$ cat src/rtl/ea_pkg.sv
package ea_pkg;
  typedef enum logic [3:0] {
    AM_INH   = 4'd0,
    AM_IMM   = 4'd1,
    AM_DIR   = 4'd2,
    AM_EXT   = 4'd3,
    AM_REL   = 4'd4,
    AM_IX0   = 4'd5,
    AM_IX0P  = 4'd6,
    AM_IX8   = 4'd7,
    AM_IX8P  = 4'd8,
    AM_IX16  = 4'd9,
    AM_SP8   = 4'd10,
    AM_SP16  = 4'd11
  } am_mode_e;
endpackage

$ cat src/rtl/ea_flat_unit.sv
module ea_flat_unit #(
  parameter int BYTE_W = 8
) (
  input  logic [3:0]          mode,
  input  logic [BYTE_W-1:0]   op_hi,
  input  logic [BYTE_W-1:0]   op_lo,
  input  logic [2*BYTE_W-1:0] pc,
  output logic [2*BYTE_W-1:0] addr,
  output logic                hit
);
  import ea_pkg::*;
  localparam int ADDR_W = 2 * BYTE_W;

  function automatic logic [ADDR_W-1:0] sext_off(input logic [BYTE_W-1:0] b);
    return {{BYTE_W{b[BYTE_W-1]}}, b};
  endfunction

  function automatic logic [ADDR_W-1:0] page0(input logic [BYTE_W-1:0] b);
    return {{BYTE_W{1'b0}}, b};
  endfunction

  always_comb begin
    addr = '0;
    hit  = 1'b1;
    case (mode)
      AM_IMM:  addr = pc;
      AM_DIR:  addr = page0(op_lo);
      AM_EXT:  addr = {op_hi, op_lo};
      AM_REL:  addr = pc + sext_off(op_lo);
      default: hit  = 1'b0;
    endcase
  end
endmodule

$ cat src/rtl/ea_index_unit.sv
module ea_index_unit #(
  parameter int BYTE_W = 8
) (
  input  logic [3:0]          mode,
  input  logic [BYTE_W-1:0]   op_hi,
  input  logic [BYTE_W-1:0]   op_lo,
  input  logic [2*BYTE_W-1:0] hx,
  input  logic [2*BYTE_W-1:0] sp,
  output logic [2*BYTE_W-1:0] addr,
  output logic                hit,
  output logic                post,
  output logic [2*BYTE_W-1:0] hx_inc
);
  import ea_pkg::*;
  localparam int ADDR_W = 2 * BYTE_W;

  function automatic logic [ADDR_W-1:0] zext_off(input logic [BYTE_W-1:0] b);
    return {{BYTE_W{1'b0}}, b};
  endfunction

  function automatic logic [ADDR_W-1:0] wrap_add(input logic [ADDR_W-1:0] base,
                                                 input logic [ADDR_W-1:0] off);
    return base + off;
  endfunction

  logic [ADDR_W-1:0] base_sel;
  logic [ADDR_W-1:0] off_sel;

  always_comb begin
    base_sel = hx;
    off_sel  = '0;
    hit      = 1'b1;
    post     = 1'b0;
    case (mode)
      AM_IX0:  ;
      AM_IX0P: post = 1'b1;
      AM_IX8:  off_sel = zext_off(op_lo);
      AM_IX8P: begin off_sel = zext_off(op_lo); post = 1'b1; end
      AM_IX16: off_sel = {op_hi, op_lo};
      AM_SP8:  begin base_sel = sp; off_sel = zext_off(op_lo); end
      AM_SP16: begin base_sel = sp; off_sel = {op_hi, op_lo}; end
      default: hit = 1'b0;
    endcase
  end

  assign addr   = hit ? wrap_add(base_sel, off_sel) : '0;
  assign hx_inc = wrap_add(hx, {{(ADDR_W-1){1'b0}}, 1'b1});
endmodule

$ cat src/rtl/ea_addr_gen.sv
module ea_addr_gen #(
  parameter int BYTE_W = 8
) (
  input  logic                clk,
  input  logic                rst_n,
  input  logic                in_valid,
  input  logic [3:0]          mode,
  input  logic [BYTE_W-1:0]   op_hi,
  input  logic [BYTE_W-1:0]   op_lo,
  input  logic [2*BYTE_W-1:0] pc,
  input  logic [2*BYTE_W-1:0] hx,
  input  logic [2*BYTE_W-1:0] sp,
  output logic                out_valid,
  output logic [2*BYTE_W-1:0] ea,
  output logic                mem_req,
  output logic [2*BYTE_W-1:0] hx_next,
  output logic                hx_we
);
  localparam int ADDR_W = 2 * BYTE_W;

  logic [ADDR_W-1:0] flat_addr;
  logic              flat_hit;
  logic [ADDR_W-1:0] idx_addr;
  logic              idx_hit;
  logic              post_evt;
  logic [ADDR_W-1:0] hx_inc;
  logic [ADDR_W-1:0] sel_addr;
  logic              access;

  ea_flat_unit #(.BYTE_W(BYTE_W)) u_flat (
    .mode(mode), .op_hi(op_hi), .op_lo(op_lo), .pc(pc),
    .addr(flat_addr), .hit(flat_hit)
  );

  ea_index_unit #(.BYTE_W(BYTE_W)) u_index (
    .mode(mode), .op_hi(op_hi), .op_lo(op_lo), .hx(hx), .sp(sp),
    .addr(idx_addr), .hit(idx_hit), .post(post_evt), .hx_inc(hx_inc)
  );

  assign access   = flat_hit | idx_hit;
  assign sel_addr = flat_hit ? flat_addr : (idx_hit ? idx_addr : '0);

  always_ff @(posedge clk or negedge rst_n) begin
    if (!rst_n) begin
      out_valid <= 1'b0;
      ea        <= '0;
      mem_req   <= 1'b0;
      hx_next   <= '0;
      hx_we     <= 1'b0;
    end else begin
      out_valid <= in_valid;
      if (in_valid) begin
        ea      <= sel_addr;
        mem_req <= access;
        hx_we   <= post_evt;
        hx_next <= post_evt ? hx_inc : hx;
      end else begin
        mem_req <= 1'b0;
        hx_we   <= 1'b0;
      end
    end
  end
endmodule

$ cat config.mk
export PLATFORM = sky130hd
export DESIGN_NAME = ea_addr_gen
export DESIGN_NICKNAME = d
export VERILOG_FILES = /design/src/rtl/ea_pkg.sv /design/src/rtl/ea_flat_unit.sv /design/src/rtl/ea_index_unit.sv /design/src/rtl/ea_addr_gen.sv
export SDC_FILE = /design/constraint.sdc
export NUM_CORES = 1
export LEC_CHECK = 0
export ABC_AREA = 1
export BUFFER_PORTS_ARGS = -buffer_cell sky130_fd_sc_hd__buf_2
export CAP_MARGIN = 10
export CORE_AREA = 3 3 107 109
export DETAILED_ROUTE_END_ITERATION = 6
export DIE_AREA = 0 0 110 112
export GPL_ROUTABILITY_DRIVEN = 0
export PLACE_DENSITY_LB_ADDON = 0.1
export SYNTH_ARGS = -nofsm -noshare
export SYNTH_HDL_FRONTEND = slang
export SYNTH_SLANG_ARGS = --single-unit
$ cat constraint.sdc
create_clock -name clk -period 2.25 [get_ports clk]
set_clock_uncertainty 0.15 [all_clocks]
set_input_delay 0.3375 -clock clk [delete_from_list [all_inputs] [get_ports clk]]
set_output_delay 0.3375 -clock clk [all_outputs]
set_load 0.02 [all_outputs]
# Yosys cells after proc, flatten, opt, wreduce, memory -nomap -nowiden
# Index checks and enable logic that the tools add are counted.
totals:
  ff_bits: 35
  latchBits: 0
  ram_bits: 0
  rom_bits: 0
  inputBits: 71
  out_inout_bits: 35
  wordCells: 37
  n_memories: 0
classes:
  add_sub_neg: 3
  multipliers: 0
  div_mod_pow: 0
  order_cmp: 0
  n_eq_ne: 11
  shift: 0
  n_mux: 11
  n_bitwise: 1
  n_reduce_logical: 6
op_table:
  columns: ["operator", "n"]
  rows:
  - ["16-bit 2-to-1 mux", 4]
  - ["16-bit case mux with 4 select lines", 1]
  - ["16-bit adder", 2]
  - ["16-bit case mux with 2 select lines", 1]
  - ["16-bit by 1-bit adder with 16-bit output (second input constant)", 1]
  - ["4-bit by 3-bit == test with 1-bit output (second input constant)", 4]
  - ["4-bit == test (second input constant)", 4]
  - ["4-bit by 2-bit == test with 1-bit output (second input constant)", 2]
  - ["7-bit OR reduction", 1]
  - ["2-bit OR reduction", 3]
  - ["1-bit 2-to-1 mux", 5]
  - ["4-bit by 1-bit == test with 1-bit output (second input constant)", 1]
  - ["4-bit OR reduction", 1]
  - ["3-bit OR reduction", 1]
  - ["1-bit bitwise OR", 1]

# Longest topological paths before layout
logic_depth:
  ltp_word: 6
  mapped_depth: 18
  depth_no_buf: 18

# Modules after synthesis
# Synthesis repeated with hierarchy kept, for this count alone.
hier_totals:
  cells_unflattened: 863
  area_unflattened_um2: 4951.0
by_module_without_submodules:
  columns: ["module", "n_inst", "cells_each", "area_each_um2", "seq_area_each_um2"]
  rows:
  - ["ea_addr_gen", 1, 281, 1993.2, 875.8]
  - ["ea_index_unit", 1, 321, 1634.1, 0.0]
  - ["ea_flat_unit", 1, 261, 1323.8, 0.0]

# Least setup slack after synthesis
# No wires, ideal clock.
synth_path:
  path_kind: "in2reg"
  start: "input mode[1]"
  end: "register ea[6]"
  setup_time_ns: 0.117
  arrival_time_ns: 2.352
  required_ns: 1.983
  path_slack_ns: -0.370
  path_stages: 15
  n_path_buf: 0
  cell_sequence: "nand2_1 > inv_1 > a21oi_1 > nor2_1 > ha_1 > fa_1 > nand3_1 > nand2_1 > nand2_1 > nand2_1 > or2_2 > nand3_1 > nand3_1 > o21ai_1 > inv_1"
synth_via:
  elab_chain_len: 6
  elab_cells_between_ends: 24
  cone_classes: "add/sub: 1; eq/ne: 11; mux: 7; reduce/logical: 5"
synth_rtl:
  columns: ["item", "line_no", "text"]
  rows:
  - ["from (decl)", "ea_addr_gen.sv:7", "input logic [3:0] mode,"]
  - ["4-bit by 3-bit == test with 1-bit output / 4-bit == test (equally long branches)", "ea_index_unit.sv:34", "case (mode)"]
  - ["3-bit OR reduction (no line) / 2-bit OR reduction (equally long branches)", null, null]
  - ["16-bit case mux with 2 select lines / 16-bit 2-to-1 mux (equally long branches)", "ea_index_unit.sv:34", null]
  - ["16-bit adder", "ea_index_unit.sv:23", "return base + off;"]
  - ["16-bit 2-to-1 mux", "ea_addr_gen.sv:41", "assign sel_addr = flat_hit ? flat_addr : (idx_hit ? idx_addr : '0);"]
  - ["16-bit 2-to-1 mux *", "ea_addr_gen.sv:41", null]
  - ["to (signal assigned)", "ea_addr_gen.sv:53", "ea <= sel_addr;"]
  - ["to (decl)", "ea_addr_gen.sv:14", "output logic [2*BYTE_W-1:0] ea,"]
# Mark *: on every way between the ends. The rest lies on a longest branch, timed or not.
# A chain may end at the register's enable or synchronous reset.

# Final worst setup path
layout_path:
  start: "input mode[2]"
  end: "register ea[6]"
# Same word-level chain as after synthesis.

==> metrics <==
status completed; Clk pwr share 0.232; Simple-Gate Fraction of Synth Area 0.400; worst min-delay path startpoint hx[6]; Compound-Gate Fraction of Synth Area 0.118; Rows 38; Critical Path Fanout Max 8; Clock Path Buffers 2; achievable frequency 445 MHz; Crit Path Category in -> reg; remaining routing DRC violations 0; cells on worst reg2reg path 3; Tmin final 2.25 ns; Via Count 5,075; Post-synth EDFFs 0; vias per std cell 5.02; Diodes inserted 0; critical path cell sequence buf_8 > inv_8 > nand3_4 > buf_6 > mux2_4 > fa_2 > nand3_2 > nand2_4 > nand2_4 > nand2_4 > or2_4 > nand3_2 > nand3_2 > o21ai_1 > inv_1; number of synthesized register bits 35; LEAKAGE 3.26 nW; number of global-route vias before repair 4,726; sw frac 0.400; hold violation count in the final report 0; cell count of the worst hold path 3; CP Launch Type primary input; Peak VDD IR 275 uV; register share of total power 0.292; crit path capture type flop; layout cells sized above 1 0.328; Total Routed Length 15.0 mm; mux cell area share after synthesis 0.0186; Synth Flop Type dfrtp_1; Max Slew Vio Count 0; post-layout net count 974; clock tree root buffer cell clkbuf_8; CP max stage cell fa_2; PortBufs 105; TritonCTS clock tree built; Comb pwr share 0.475; # IOs 106; gr usage total 0.234; Synth top area share 0.207; unrepaired setup endpoints after global routing true; Layout area overhead 40.2%; largest net degree at the start of global routing 36; clock-pin slew on the worst setup and hold paths 0.08 ns; Die ar. 0.0123 sq mm; Worst Setup SP mode[2]; headroom to the max-slew limit 0.471; Internal Power 1.51 mW; initial antenna violation count 0; R2R setup slack 1.20 ns; Cell Area, Synth 0.00423 sq mm; CTS Sinks 35; xor-xnor portion of the synthesized cell area 0.0290; PD cells 425 mW/mm^2; synthesized instance count 709; Yosys warnings 0; average cell area after synthesis 5.97 sq um; top post-synthesis cells by area dfrtp_1, nand2_1, inv_1; worst slew pin tran 0.788 ns; first-pass GRT wire length 22.8 mm; total CTS buffers 5; worst skew pair latency 0.30 ns; Arr. time, crit path 2.30 ns; Max Cap Viol 0; Die Wd 110 um; Min-Delay Path Class in -> reg; Hold EP hx_next[6]; Setup TNS 0 ns; register area share after synthesis 0.207; post-route ant nets 0; first-pass iteration count of the detailed router 5; Cell variety after synth 35; post-synth net total 813; H-tree depth 2; Starting DRT DRC Count 289; top-count cell post-synth nand2_1; max incr delay on CP 0.38 ns; Commonest cells post-synth nand2_1, inv_1, nor2_1; reg-to-reg endpoint ea[12]; Final period util 1.00; main combinational cell family by area after synthesis simple AND/OR/NAND/NOR gates; DP Wirelength 11.8 mm; GRT overflow 0; total power 2.53 mW; Yosys top cell by area dfrtp_1; routed len/inst 14.8 um; Final setup viols 0; adder-cell share of the synthesized area 0.101; worst r2r src ea[12]; Initial Utilization 0.396; core area 0.0107 sq mm; die height 112 um; Worst EP required 2.30 ns; NetSw 1.01 mW; ys async rst share 1.00
metrics by stage:
| stage | cell area (sq um) | util | hold WS [ns] | std cells | worst slack (ns) |
|---|---|---|---|---|---|
| floorplan | 4290 | - | -0.108 | 709 | -0.0799 |
| global placement | 5350 | 0.500 | 0.261 | 994 | -0.436 |
| detailed placement | 5350 | 0.500 | 0.265 | 994 | -0.440 |
| CTS | 5510 | 0.515 | 0.161 | 1005 | -0.0128 |
| global route | 5940 | 0.555 | 0.184 | 1010 | -0.119 |
| finish | 5940 | 0.555 | 0.171 | 1010 | 0.000431 |
cell families (layout without fill, tap and decap cells):
logic type      after synthesis  after routing
simple gates                397            398
buf+inv                     140            300
compound gates               83             83
flops                        35             35
fa+ha+maj                    33             33
xor+xnor                     14             14
mux                           7              7
worst max-delay path: cells and delay by family:
kind | cells | cell delay, ns
AO/OA/AOI/OAI | 1 | 0.07
AND/OR/NAND/NOR | 8 | 0.80
multiplexers | 1 | 0.32
adder cells (fa/ha/maj) | 1 | 0.38
buffers and inverters | 4 | 0.39
cells in the final DEF, fill, tap and decap left out, drive strengths merged, types with 6 or more instances in the layout:
cell type / n
nand4: 8
xor2: 11
dfrtp: 35
nand2: 221
inv: 127
nor3: 8
o21ai: 23
clkbuf: 6
a21oi: 36
mux2: 7
nor2: 73
ha: 31
buf: 165
a211oi: 6
or2: 14
nand3: 68
a221oi: 8
sequential cells by signal, summed over array words and instances (netlist names):
register	cells
ea	16
hx_next	16
hx_we	1
mem_req	1
out_valid	1
worst max path at each step:
stage               slack (ns)      to
finish                  0.0004   ea[6]
CTS                      -0.01  ea[14]
global route             -0.12  ea[10]
global placement         -0.44  ea[14]
floorplan                -0.08   ea[6]
detailed placement       -0.44  ea[14]
power by group through the flow:
stage                     Combinational, mW  Sequential [mW]  Clock, mW
after floorplan                       0.546            0.833          0
after global placement                 1.05            0.746          0
after detailed placement               1.06            0.749          0
after CTS                              1.08            0.738      0.605
after global routing                   1.32            0.746      0.620
final                                  1.20            0.738      0.586
timing repair:
item / CTS / global route
gates resized for setup: 10 / 87
hold endpoints to repair: 35 / 0
setup buffers: 2 / 5
cloned: 1 / 0
pin swaps: 4 / 31
setup endpoints to repair: 9 / 14
hold buffers: 1 / 0
routing by layer:
metal | track usage | wire length, um | vias to the layer above
met2 | 0.374 | 6830 | 176
met4 | 0.0623 | 298 | 0
li1 | - | - | 2579
met1 | 0.328 | 6880 | 2297
met3 | 0.0319 | 966 | 23
met5 | 0 | 0 | -
area by class of cell:
cell class,count,area [sq um]
Clock buffer,6,72.6
Clock inverter,1,30.0
Fill cell,1063,4760
Inverter,127,484
Multi-Input combinational cell,535,3230
Sequential cell,35,876
Tap cell,140,175
Timing Repair Buffer,166,1070
(Power assumes the default switching activity.)
